## config.mk

```make
export PLATFORM = sky130hd
export DESIGN_NAME = sqw_tap_select
export DESIGN_NICKNAME = d
export VERILOG_FILES = /design/src/rtl/sqw_pkg.sv /design/src/rtl/sqw_divider.sv /design/src/rtl/sqw_tap_mux.sv /design/src/rtl/sqw_out_stage.sv /design/src/rtl/sqw_tap_select.sv
export SDC_FILE = /design/constraint.sdc
export NUM_CORES = 1
export LEC_CHECK = 0
export BUFFER_PORTS_ARGS = -buffer_cell sky130_fd_sc_hd__buf_2
export CORE_MARGIN = 3
export CORE_UTILIZATION = 45
export DETAILED_ROUTE_END_ITERATION = 12
export SYNTH_ARGS = -nofsm -noshare
export SYNTH_HDL_FRONTEND = slang
export SYNTH_HIERARCHICAL = 1
export SYNTH_SLANG_ARGS = --single-unit
```

## constraint.sdc

```tcl
create_clock -name clk -period 4.8 [get_ports clk]
set_input_delay 1.44 -clock clk [delete_from_list [all_inputs] [get_ports clk]]
set_output_delay 1.44 -clock clk [all_outputs]
set_load 0.1 [all_outputs]
```

## src/rtl/sqw_pkg.sv

```systemverilog
// Package: shared sizes and the rate-code to counter-stage mapping.
// Assumes codes 1..2 are the slow pair and codes 3..max are a halving ladder.
package sqw_pkg;
    localparam int STAGES    = 15;
    localparam int RSEL_W    = 4;
    localparam int NCODES    = 1 << RSEL_W;
    localparam int SLOW_OFS  = 5;   // code 1 -> bit 6, code 2 -> bit 7
    localparam int FAST_OFS  = 2;   // code 3 -> bit 1

    // Counter bit driven out for a nonzero rate code.
    function automatic int stage_of(input int code);
        if (code < 3) return code + SLOW_OFS;
        return code - FAST_OFS;
    endfunction
endpackage

```

## src/rtl/sqw_divider.sv

```systemverilog
// Module: binary ripple-free divider counter.
// Counts timebase enables while running; a low run enable clears all stages.
module sqw_divider #(
    parameter int STAGES = sqw_pkg::STAGES
) (
    input  logic              clk,
    input  logic              rst_n,
    input  logic              run,
    input  logic              tick,
    output logic [STAGES-1:0] cnt
);
    // Counter register: clear on reset or stop, increment on each tick.
    always_ff @(posedge clk) begin
        if (!rst_n || !run) cnt <= '0;
        else if (tick)      cnt <= cnt + 1'b1;
    end
endmodule

```

## src/rtl/sqw_tap_mux.sv

```systemverilog
// Module: picks one counter stage by rate code; code 0 yields constant 0.
// Assumes every mapped stage index lies below STAGES.
module sqw_tap_mux #(
    parameter int STAGES = sqw_pkg::STAGES,
    parameter int RSEL_W = sqw_pkg::RSEL_W
) (
    input  logic [STAGES-1:0] cnt,
    input  logic [RSEL_W-1:0] code,
    output logic              tap
);
    localparam int NC = 1 << RSEL_W;
    logic [NC-1:0] taps;

    assign taps[0] = 1'b0;
    for (genvar c = 1; c < NC; c++) begin : g_tap
        assign taps[c] = cnt[sqw_pkg::stage_of(c)];
    end

    // Route the chosen stage.
    always_comb tap = taps[code];
endmodule

```

## src/rtl/sqw_out_stage.sv

```systemverilog
// Module: registers the gated pin and forms rising-edge ticks.
// Assumes tap and msb change only after clock edges (driven by registers).
module sqw_out_stage (
    input  logic clk,
    input  logic rst_n,
    input  logic tap,
    input  logic msb,
    input  logic pin_en,
    input  logic pfail,
    output logic pin,
    output logic tap_rise,
    output logic msb_rise
);
    logic tap_d, msb_d;

    // Pin register and edge-history registers.
    always_ff @(posedge clk) begin
        if (!rst_n) begin
            pin   <= 1'b0;
            tap_d <= 1'b0;
            msb_d <= 1'b0;
        end else begin
            pin   <= tap & pin_en & ~pfail;
            tap_d <= tap;
            msb_d <= msb;
        end
    end

    // Edge detectors for the periodic and seconds ticks.
    always_comb begin
        tap_rise = tap & ~tap_d;
        msb_rise = msb & ~msb_d;
    end
endmodule

```

## src/rtl/sqw_tap_select.sv

```systemverilog
// Module: top of the square-wave tap selector.
// Assumes tick_in is a one-cycle enable at 32.768 kHz synchronous to clk.
module sqw_tap_select #(
    parameter int STAGES = sqw_pkg::STAGES,
    parameter int RSEL_W = sqw_pkg::RSEL_W
) (
    input  logic              clk,
    input  logic              rst_n,
    input  logic              tick_in,
    input  logic              osc_en,
    input  logic              sqw_en,
    input  logic              pwr_fail,
    input  logic [RSEL_W-1:0] rate_sel,
    output logic              sqw_out,
    output logic              per_tick,
    output logic              sec_tick
);
    logic [STAGES-1:0] cnt;
    logic              tap;

    sqw_divider #(.STAGES(STAGES)) u_div (
        .clk(clk), .rst_n(rst_n), .run(osc_en), .tick(tick_in), .cnt(cnt)
    );

    sqw_tap_mux #(.STAGES(STAGES), .RSEL_W(RSEL_W)) u_mux (
        .cnt(cnt), .code(rate_sel), .tap(tap)
    );

    sqw_out_stage u_out (
        .clk(clk), .rst_n(rst_n), .tap(tap), .msb(cnt[STAGES-1]),
        .pin_en(sqw_en), .pfail(pwr_fail), .pin(sqw_out),
        .tap_rise(per_tick), .msb_rise(sec_tick)
    );
endmodule

```

# ---- After elaboration in Yosys (flattened, before gate mapping)
# Index checks and enable logic that the tools add are counted.
dict set report totals {
  inputBits 10
  output_inout_bits 3
  reg_bits 18
}
dict set report op_classes {
  n_reduce_logical 3
  order_cmp 1
  addsub 1
  muxes 2
  n_bitwise 7
}
# cell n
set op_table {}
lappend op_table {{15-bit by 1-bit adder with 15-bit output, second input constant} 1}
lappend op_table {{4-bit by 5-bit < comparator with 1-bit output, second input constant} 1}
lappend op_table {{1-bit bitwise AND} 4}
lappend op_table {{1-bit binary-select mux with 4-bit select} 1}
lappend op_table {{1-bit inverter} 3}
lappend op_table {{1-bit zero test} 2}
lappend op_table {{1-bit logical OR} 1}
lappend op_table {{1-bit two-way mux} 1}

# ---- Depth between registers and ports, before layout
# Gate-level depths: netlist of the first run.
dict set report logic_depth {
  word_depth 4
  ltp_mapped 5
}

# ---- Cells and area by module
# Netlist of the first run, hierarchy kept.
# mod seq_area_each_um2 area_each_um2 instances cells_per_inst
set modules_own_cells {}
lappend modules_own_cells {sqw_divider 300.3 729.4 1 81}
lappend modules_own_cells {sqw_tap_mux 0.0 140.1 1 10}
lappend modules_own_cells {sqw_out_stage 60.1 95.1 1 8}

# ---- Worst setup path after synthesis of the first run
# Ideal clock, no wire load.
dict set report synth_timing {
  path_type {input -> output}
  startpoint {input port rate_sel[2]}
  endpoint {output port per_tick}
  stages 5
  arrival_time_ns 3.647
  slack_ns -0.287
  required_ns 3.360
  cell_sequence {buf_6 -> mux2i_1 -> mux4_2 -> mux2i_1 -> nor2b_1}
}
dict set report synth_via {
  elab_chain_len 3
}
# item line
set synth_lines {}
lappend synth_lines {{start, declared} sqw_tap_select.sv:13} ;# input logic [RSEL_W-1:0] rate_sel,
lappend synth_lines {{1-bit binary-select mux with 4-bit select} sqw_tap_mux.sv:20} ;# always_comb tap = taps[code];
lappend synth_lines {{1-bit two-way mux (not written as such)} sqw_tap_mux.sv:20}
lappend synth_lines {{via tap} sqw_tap_select.sv:19} ;# logic tap;
lappend synth_lines {{1-bit bitwise AND} sqw_out_stage.sv:31} ;# tap_rise = tap & ~tap_d;
lappend synth_lines {{end, declared} sqw_tap_select.sv:15} ;# output logic per_tick,
# The timed path passes the listed nets, and every way through them passes these cells. The select of a mux whose other input is x is not followed.

# ---- Worst setup path in the final report of the first run
# Same ends and word-level chain as after synthesis.

==> results.md, run 1 <==
- Status: complete, no violations
- Worst min path class: reg -> reg
- Setup CP Type: in -> out
- Initial Util: 0.482
- Avg Synthesized Cell Area: 9.74 sq um
- Sequential share of power: 0.584
- Reg2reg start: u_div/cnt[1]
- Placed Cells: 134
- Vias/cell: 5.62
- Drt wl/cell: approximately 13 um
- Flop2flop setup slack: 3.24 ns
- Crit path capture type: output port
- Comb pwr share: 0.056
- Post-route setup TNS: 0 ns
- RSZ-0062 raised after global routing: false
- Gr ovfl total: 0
- Startpoint types: input port
- First-pass GRT wire length: ~3200 um
- # resized after CTS: 0
- First drt pass iteration count: 4
- Leakage power: 0.396 nW
- Synth Warn #: 6
- Clk Latency, worst-skew pair: 0.29 ns
- Clock power frac: 0.360
- Fin Hold WS: 0.497 ns
- DRT Wirelength: 1850 um
- Core area: 2000 sq um
- Pwr/cell area: ~240 nW/um^2
- RePlAce Congestion: 0.737
- # diodes: 0
- Arr. time, crit path: between 2 and 3 ns
- Post-synth cell types: 26
- Synth Net Count: 110
- Die X: 52.3 um
- Die footprint: ~2700 sq um
- Final Instance Area: ~1100 sq um
- Final period utilization: 0.917
- Net Sw Power: 0.0000558 W
- Area Overhead vs Synth: 11.0%
- Max_slew headroom: 0.677
- CP max FO: 6
- H-tree depth: 1
- Final Hold Viols: 0
- DRC: 0
- Initial DRC Count: 20
- TritonCTS clock tree: built
- Worst-Margin Slew: 0.487 ns
- Num CTS Buffers: 3
- Worst path required time: 3.36 ns
- Max Buffers Root-to-Sink: 2
- Die height: 52.3 um
- Clk_skew: 0.000371 ns
- Max frequency: 227 MHz
- Num rows: 16
- Postcts setup bufs: 0
- Int Pwr: around 0.0002 W
- Total number of vias: 775
- Final Net Count: 123
- Min Tclk post-route: approximately 4.4 ns
- GRT Total Usage: 0.156
- Hold_buf cts: 0
- Mapped Area: 965 sq um
- Root Driver: clkbuf_4
- Sw frac: 0.216
- Sequential area share after synthesis: 0.374
- Setup Viol. Count Final: 0
- IO Count: 13
- Number of global-route vias before repair: 717
- DP HPWL: about 1300 um
- Final ANT Viol Nets: 0
- Final Non-Filler Cells: 138
- Largest net degree at the start of global routing: 12
- Max Cap Viol: 0
- Crit path from: rate_sel[2]
- Worst hold path startpoint: u_div/cnt[14]
- CTS sink cnt: 18
- Reg clk slew, reported paths: 0.10 ns
- Syn Inst Count: 99
- Final Slew Violations: 0
- Peak VDD IR: 0.160 mV
- Tot Pwr: 0.000258 W
- Initial antenna violation count: 0
- Placement Cell Area: 1030 sq um
- Layout cells sized above 1: 0.180
- Yosys reg bits: 18
- Buffers added on ports: 12
[final cells by class]
type	count	area, sq um
Multi-Input combinational cell	75	573
Clock buffer	4	36.3
Sequential cell	18	360
Inverter	2	7.51
Fill cell	202	931
Timing Repair Buffer	12	60.1
Tap cell	27	33.8
[Yosys cell counts]
cell      count  area share
or3_1         2       0.013
or4_1         4       0.031
mux4_1        2       0.054
dfxtp_1      18        0.37
inv_1         2      0.0078
buf_6         1       0.012
a21oi_1       6       0.031
nand3_1       4       0.021
mux2i_1      10        0.10
o31ai_1       4       0.031
nor2b_1       2       0.013
nand2b_1      4       0.026
buf_4         1      0.0078
nand2_1      10       0.039
nor2_1        5       0.019
clkbuf_1      2      0.0078
mux4_2        1       0.023
nand4_1       4       0.026
and2_1        3       0.019
nand4_4       2       0.044
o21ai_0       2       0.010
xnor2_1       1      0.0091
and4b_1       1       0.010
xor2_1        3       0.027
nor4_1        4       0.026
ha_1          1       0.013
[worst paths after layout]
check / end / cells past startpoint
setup / recovery: per_tick / 6
hold / removal: u_div/cnt[14] / 2
setup reg to reg: u_div/cnt[14] / 4
hold reg to reg: u_div/cnt[14] / 2
[registers in the layout (all words and copies together) (netlist names)]
name	cells
u_out/tap_d	1
u_out/msb_d	1
u_div/cnt	15
u_out/pin	1
[metrics by stage]
step           setup slack, ns  utilization
2_1_floorplan            0.230            -
3_3_place_gp             0.431        0.517
3_5_place_dp             0.379        0.517
4_1_cts                  0.368        0.535
5_1_grt                  0.264        0.535
6_report                 0.400        0.535
[placed cells by master, fill, tap and decap left out]
| master | count |
|---|---|
| dfxtp_1 | 18 |
| buf_2 | 12 |
| nand2_1 | 10 |
| mux2i_1 | 10 |
| a21oi_1 | 6 |
| nor2_1 | 5 |
| nand4_1 | 4 |
| nand2b_1 | 4 |
| nand3_1 | 4 |
| nor4_1 | 4 |
| o31ai_1 | 4 |
| or4_1 | 4 |
| clkbuf_4 | 3 |
| xor2_1 | 3 |
| and2_1 | 3 |
| nand4_4 | 2 |
| inv_1 | 2 |
| o21ai_0 | 2 |
| or3_1 | 2 |
| mux4_1 | 2 |
| clkbuf_8 | 1 |
| xnor2_1 | 1 |
| ha_1 | 1 |
| mux4_2 | 1 |
| nor2b_2 | 1 |
| and4b_1 | 1 |
| nor2b_1 | 1 |
[critical path, cell delays in order]
cell,delay (ns)
buf_2,0.14
mux2i_1,0.12
mux4_2,0.46
mux2i_1,0.20
nor2b_2,0.17
buf_2,0.42
[power by group through the flow]
stage | Sequential (W) | Combinational (W) | Clock (W)
6_report | 0.000151 | 0.0000144 | 0.0000931
5_1_grt | 0.000151 | 0.0000160 | 0.000103
4_1_cts | 0.000151 | 0.0000146 | 0.0000964
3_5_place_dp | 0.000154 | 0.0000144 | 0
3_3_place_gp | 0.000154 | 0.0000141 | 0
2_1_floorplan | 0.000154 | 0.0000103 | 0
[logic make-up (layout without fill, tap and decap cells)]
family / after synthesis / count (layout) / share of synthesized area
AOI/OAI and AO/OA: 12 / 12 / 0.0726
xor gates and xnor gates: 4 / 4 / 0.0363
adders and majority gates: 1 / 1 / 0.0130
buffers and inverters: 6 / 18 / 0.0350
DFF: 18 / 18 / 0.374
muxes: 13 / 13 / 0.182
and+or+nand+nor: 45 / 45 / 0.288
[metal layers]
layer	wire, um	GRT usage
met1	903	0.217
met5	0	0
met3	87	0.0342
met4	18	0.0809
met2	835	0.221
Power figures use the tool's default switching activity.
==> run 2, diff against run 1 <==
CORE_ASPECT_RATIO = 2   (was default)
CORE_UTILIZATION = 35   (was 45)
==> run 2 against run 1 <==
  * Core utilization decreased by 12 points
  * Sequential power barely moved
  * Clock-buffer cell count fell by 1
  * Register-to-register slack worse by 0.06 ns
  * Critical endpoint unchanged
==> results.md, run 2 (synthesis gave the netlist of run 1 again) <==
- Cell family with most CP delay: multiplexers (unchanged)
- Largest net degree at the start of global routing: 12 (unchanged)
- Die X: 43.1 um (was 52.3 um)
- Initial DRC Count: 32 (was 20)
- Tot Pwr: 0.000270 W (was 0.000258 W)
- Final period utilization: 0.927 (was 0.917)
- Worst-Margin Slew: 0.489 ns (was 0.487 ns)
- Drt wl/cell: 15.6 um (was 13.4 um)
- Die height: 80.2 um (was 52.3 um)
- Max frequency: 225 MHz (was 227 MHz)
- Crit path capture type: output port (unchanged)
- Pwr/cell area: 250 nW/um^2 (was 241 nW/um^2)
- Min Tclk post-route: 4.45 ns (was 4.40 ns)
- Root Driver: clkbuf_8 (was clkbuf_4)
- Num CTS Buffers: 3 (unchanged)
- Fin Hold WS: 0.493 ns (was 0.497 ns)
- First-pass GRT wire length: 3550 um (was 3160 um)
- Number of global-route vias before repair: 830 (was 717)
- Slowest stage cell, crit path: mux4_2 (unchanged)
- IO Count: 13 (unchanged)
- Hold Path End: u_div/cnt[14] (unchanged)
- Layout cells sized above 1: 0.173 (was 0.180)
- Flop2flop setup slack: 3.18 ns (was 3.24 ns)
- Worst hold path startpoint: u_div/cnt[14] (unchanged)
- Initial antenna violation count: 0 (unchanged)
- Worst path required time: 3.36 ns (about the same)
- DRT Wirelength: 2150 um (was 1850 um)
- Arr. time, crit path: 3.01 ns (was 2.96 ns)
- Max reg flops: 15 (unchanged)
- Max Cap Viol: 0 (unchanged)
- Setup CP Type: in -> out (unchanged)
- Setup Viol. Count Final: 0 (unchanged)
- RSZ-0062 raised after global routing: false (unchanged)
- Vias/cell: 5.91 (was 5.62)
- RePlAce Congestion: 0.742 (was 0.737)
- Postcts setup bufs: 0 (unchanged)
- Core area: 2600 sq um (was 2000 sq um)
- CP Cell Sequence: buf_2 -> mux2i_1 -> mux4_2 -> mux2i_1 -> nor2b_2 -> buf_2 (unchanged)
- GRT Total Usage: 0.135 (was 0.156)
- Post-route setup TNS: 0 ns (unchanged)
- TritonCTS clock tree: built (unchanged)
- Peak VDD IR: 0.0925 mV (was 0.160 mV)
- Crit path largest cell delay: 0.47 ns (was 0.46 ns)
- Reg clk slew, reported paths: 0.06 ns (was 0.10 ns)
- Reg2reg path depth: 3 (was 4)
- Status: complete, no violations (unchanged)
- Die footprint: 3460 sq um (was 2740 sq um)
- Hold_buf cts: 0 (unchanged)
- Startpoint types: input port (unchanged)
- Commonest non-fill, non-tap cell in the layout: dfxtp_1 (unchanged)
- Bufs and invs on worst path: 2 (unchanged)
- Worst Hold Path Cells: 2 (unchanged)
- Total number of vias: 816 (was 775)
- DP HPWL: 1600 um (was 1350 um)
- CTS sink cnt: 18 (unchanged)
- Fill cells: 272 (was 202)
- Final Hold Viols: 0 (unchanged)
- Final Net Count: 123 (unchanged)
- DRC: 0 (unchanged)
- H-tree depth: 1 (unchanged)
- Buffers added on ports: 12 (unchanged)
- Clk_skew: 0.00179 ns (was 0.000371 ns)
- # diodes: 0 (unchanged)
- Final ANT Viol Nets: 0 (unchanged)
- Gr ovfl total: 0 (unchanged)
- Top reg by flops: u_div/cnt (unchanged)
- Num rows: 26 (was 16)
- Worst min path class: reg -> reg (unchanged)
- CP Depth: 6 (unchanged)
- Commonest cells after routing, fill and taps aside: 18 x dfxtp_1, 12 x buf_2, 10 x nand2_1, 10 x mux2i_1, 6 x a21oi_1 (unchanged)
- Leakage power: 0.396 nW (about the same)
- Max Buffers Root-to-Sink: 2 (unchanged)
- Initial Util: 0.371 (was 0.482)
- R2R Path End: u_div/cnt[13] (was u_div/cnt[14])
- Area Overhead vs Synth: 11.7% (was 11.0%)
- Reg2reg start: u_div/cnt[2] (was u_div/cnt[1])
- First drt pass iteration count: 4 (unchanged)
- Clk Latency, worst-skew pair: 0.25 ns (was 0.29 ns)
- # resized after CTS: 0 (unchanged)
- CP max FO: 6 (unchanged)
- Max_slew headroom: 0.676 (was 0.677)
- Final Slew Violations: 0 (unchanged)
[run 2: cell types whose count changed in the layout (fill, tap and decap cells not counted), sizes merged]
cell / previous run / this run
clkbuf: 4 / 3
[run 2: power by group]
part | internal (W) | switching [W]
Sequential | 0.000150 | 0.000000946
Clock | 0.0000558 | 0.0000482
Combinational | 0.00000644 | 0.00000835
Total | 0.000212 | 0.0000575
[run 2: worst max-delay path by stage]
stage	end	slack (ns)	start
after floorplan	per_tick	0.23	rate_sel[2]
after global placement	per_tick	0.38	rate_sel[2]
after detailed placement	per_tick	0.31	rate_sel[2]
after CTS	per_tick	0.30	rate_sel[2]
after global routing	per_tick	0.26	rate_sel[2]
final	per_tick	0.35	rate_sel[2]
[run 2: final cells by class]
| type | instances | area (sq um) | share of cell area |
|---|---|---|---|
| clock buffers | 3 | 41.3 | 0.0383 |
| inverters | 2 | 7.51 | 0.00697 |
| multi-input cells | 75 | 573 | 0.532 |
| flip-flops and latches | 18 | 360 | 0.334 |
| well taps | 28 | 35.0 | 0.0325 |
| repair buffers | 12 | 60.1 | 0.0557 |
[run 2: through the flow]
stage | worst slack [ns] | utilization | instance area [sq um] | std cells
final | 0.352 | 0.414 | 1080 | 138
after global routing | 0.265 | 0.414 | 1080 | 138
after CTS | 0.297 | 0.414 | 1080 | 138
after detailed placement | 0.305 | 0.398 | 1040 | 135
after global placement | 0.380 | 0.398 | 1040 | 135
after floorplan | 0.230 | - | 967 | 99
[run 2: worst register-to-register path, cell delays in order (launching register included)]
cell and delay, ns:
dfxtp_1 0.49, nand3_1 0.27, nor4_1 0.50, mux2i_1 0.28
[run 2: metal layers]
layer / part of all wire / GRT usage
met5: 0 / 0
met4: 0.020 / 0.0816
met3: 0.025 / 0.0224
met2: 0.55 / 0.246
met1: 0.40 / 0.134
==> run 3, diff against run 2 <==
CORE_ASPECT_RATIO = 1.4   (was 2)
==> run 3 against run 2 <==
  * Final area rose by 0.23%
  * Via count fell by 1.2%
  * Critical endpoint unchanged
  * Routed wire length fell by 7.4%
==> results.md, run 3 (synthesis gave the netlist of run 1 again) <==
- Setup Viol. Count Final: 0 (unchanged)
- CTS sink cnt: 18 (unchanged)
- IO Count: 13 (unchanged)
- Arr. time, crit path: 3.00 ns (was 3.01 ns)
- First drt pass iteration count: 4 (unchanged)
- Reg clk slew, reported paths: 0.10 ns (was 0.06 ns)
- GRT Total Usage: 0.131 (was 0.135)
- Worst-Margin Slew: 0.484 ns (was 0.489 ns)
- Vias/cell: 5.56 (was 5.91)
- Commonest cells after routing, fill and taps aside: 18 x dfxtp_1, 12 x buf_2, 10 x nand2_1, 10 x mux2i_1, 6 x a21oi_1 (unchanged)
- Buffers added on ports: 12 (unchanged)
- Layout cells sized above 1: 0.180 (was 0.173)
- Peak VDD IR: 0.0807 mV (was 0.0925 mV)
- RePlAce Congestion: 0.753 (was 0.742)
- Total number of vias: 806 (was 816)
- # resized after CTS: 0 (unchanged)
- Top reg by flops: u_div/cnt (unchanged)
- Tot Pwr: 0.000258 W (was 0.000270 W)
- Num CTS Buffers: 3 (unchanged)
- Max frequency: 225 MHz (about the same)
- Max reg flops: 15 (unchanged)
- Commonest non-fill, non-tap cell in the layout: dfxtp_1 (unchanged)
- Root Driver: clkbuf_4 (was clkbuf_8)
- Max Buffers Root-to-Sink: 2 (unchanged)
- Crit path capture type: output port (unchanged)
- Largest net degree at the start of global routing: 12 (unchanged)
- Initial antenna violation count: 0 (unchanged)
- Worst min path class: reg -> reg (unchanged)
- Clk_skew: 0.00453 ns (was 0.00179 ns)
- Max Cap Viol: 0 (unchanged)
- Setup CP Type: in -> out (unchanged)
- Leakage power: 0.396 nW (about the same)
- RSZ-0062 raised after global routing: false (unchanged)
- Worst path required time: 3.36 ns (about the same)
- Status: complete, no violations (unchanged)
- Postcts setup bufs: 0 (unchanged)
- Initial Util: 0.386 (was 0.371)
- DRT Wirelength: 1990 um (was 2150 um)
- Core area: 2500 sq um (was 2600 sq um)
- Die height: 68.1 um (was 80.2 um)
- Die X: 50.4 um (was 43.1 um)
- Fin Hold WS: 0.490 ns (was 0.493 ns)
- Final ANT Viol Nets: 0 (unchanged)
- Clk Latency, worst-skew pair: 0.29 ns (was 0.25 ns)
- Startpoint types: input port (unchanged)
- CP max FO: 6 (unchanged)
- # diodes: 0 (unchanged)
- Gr ovfl total: 0 (unchanged)
- First-pass GRT wire length: 3470 um (was 3550 um)
- Number of global-route vias before repair: 814 (was 830)
- Final Hold Viols: 0 (unchanged)
- Area Overhead vs Synth: 11.9% (was 11.7%)
- DRC: 0 (unchanged)
- Max_slew headroom: 0.679 (was 0.676)
- Drt wl/cell: 13.7 um (was 15.6 um)
- Final period utilization: 0.924 (was 0.927)
- DP HPWL: 1480 um (was 1600 um)
- H-tree depth: 1 (unchanged)
- Post-route setup TNS: 0 ns (unchanged)
- Pwr/cell area: 239 nW/um^2 (was 250 nW/um^2)
- Initial DRC Count: 17 (was 32)
- Final Slew Violations: 0 (unchanged)
- TritonCTS clock tree: built (unchanged)
- Min Tclk post-route: 4.44 ns (was 4.45 ns)
- Hold_buf cts: 0 (unchanged)
- Die footprint: 3430 sq um (was 3460 sq um)
- Final Net Count: 123 (unchanged)
- Num rows: 21 (was 26)
[run 3: cell count changes in the layout (fill, tap and decap cells not counted)]
cell / before / now
clkbuf_8: 3 / 1
clkbuf_4: 0 / 3
[run 3: cell type report]
cell class | count | area (sq um)
fillers | 247 | 1420
flip-flops and latches | 18 | 360
multi-input cells | 75 | 573
repair buffers | 12 | 60.1
well taps | 34 | 42.5
clock buffers | 4 | 36.3
inverters | 2 | 7.51
[run 3: worst paths after layout]
kind              endpoint          start  slack [ns]  cells after the start
max               per_tick    rate_sel[2]        0.36                      6
min          u_div/cnt[14]  u_div/cnt[14]        0.49                      2
max reg2reg  u_div/cnt[14]   u_div/cnt[1]        3.24                      4
min reg2reg  u_div/cnt[14]  u_div/cnt[14]        0.49                      2
[run 3: worst max-delay path, cell delays in order]
cell and delay (ns):
buf_2 0.14, mux2i_1 0.13, mux4_2 0.47, mux2i_1 0.22, nor2b_2 0.17, buf_2 0.42
[run 3: power by group]
| group | leakage (nW) | internal, W | switching (W) | total, W |
|---|---|---|---|---|
| clock network | 0.0210 | 0.0000461 | 0.0000462 | 0.0000924 |
| logic | 0.230 | 0.00000647 | 0.00000822 | 0.0000147 |
| registers | 0.145 | 0.000150 | 0.000000884 | 0.000151 |
| total | 0.396 | 0.000202 | 0.0000553 | 0.000258 |
[run 3: routing by layer]
layer  vias up  GRT usage  routed length [um]
li1        392          -                   -
met3         4     0.0283                  96
met4         0     0.0606                  34
met1       388      0.143                 864
met2        22      0.239                 995
met5         -          0                   0
[run 3: through the flow]
| stage | cells | worst slack (ns) | cell area [sq um] | utilization |
|---|---|---|---|---|
| floorplan | 99 | 0.230 | 967 | - |
| global placement | 141 | 0.443 | 1040 | 0.418 |
| detailed placement | 141 | 0.356 | 1040 | 0.418 |
| CTS | 145 | 0.350 | 1080 | 0.433 |
| global route | 145 | 0.256 | 1080 | 0.433 |
| finish | 145 | 0.363 | 1080 | 0.433 |
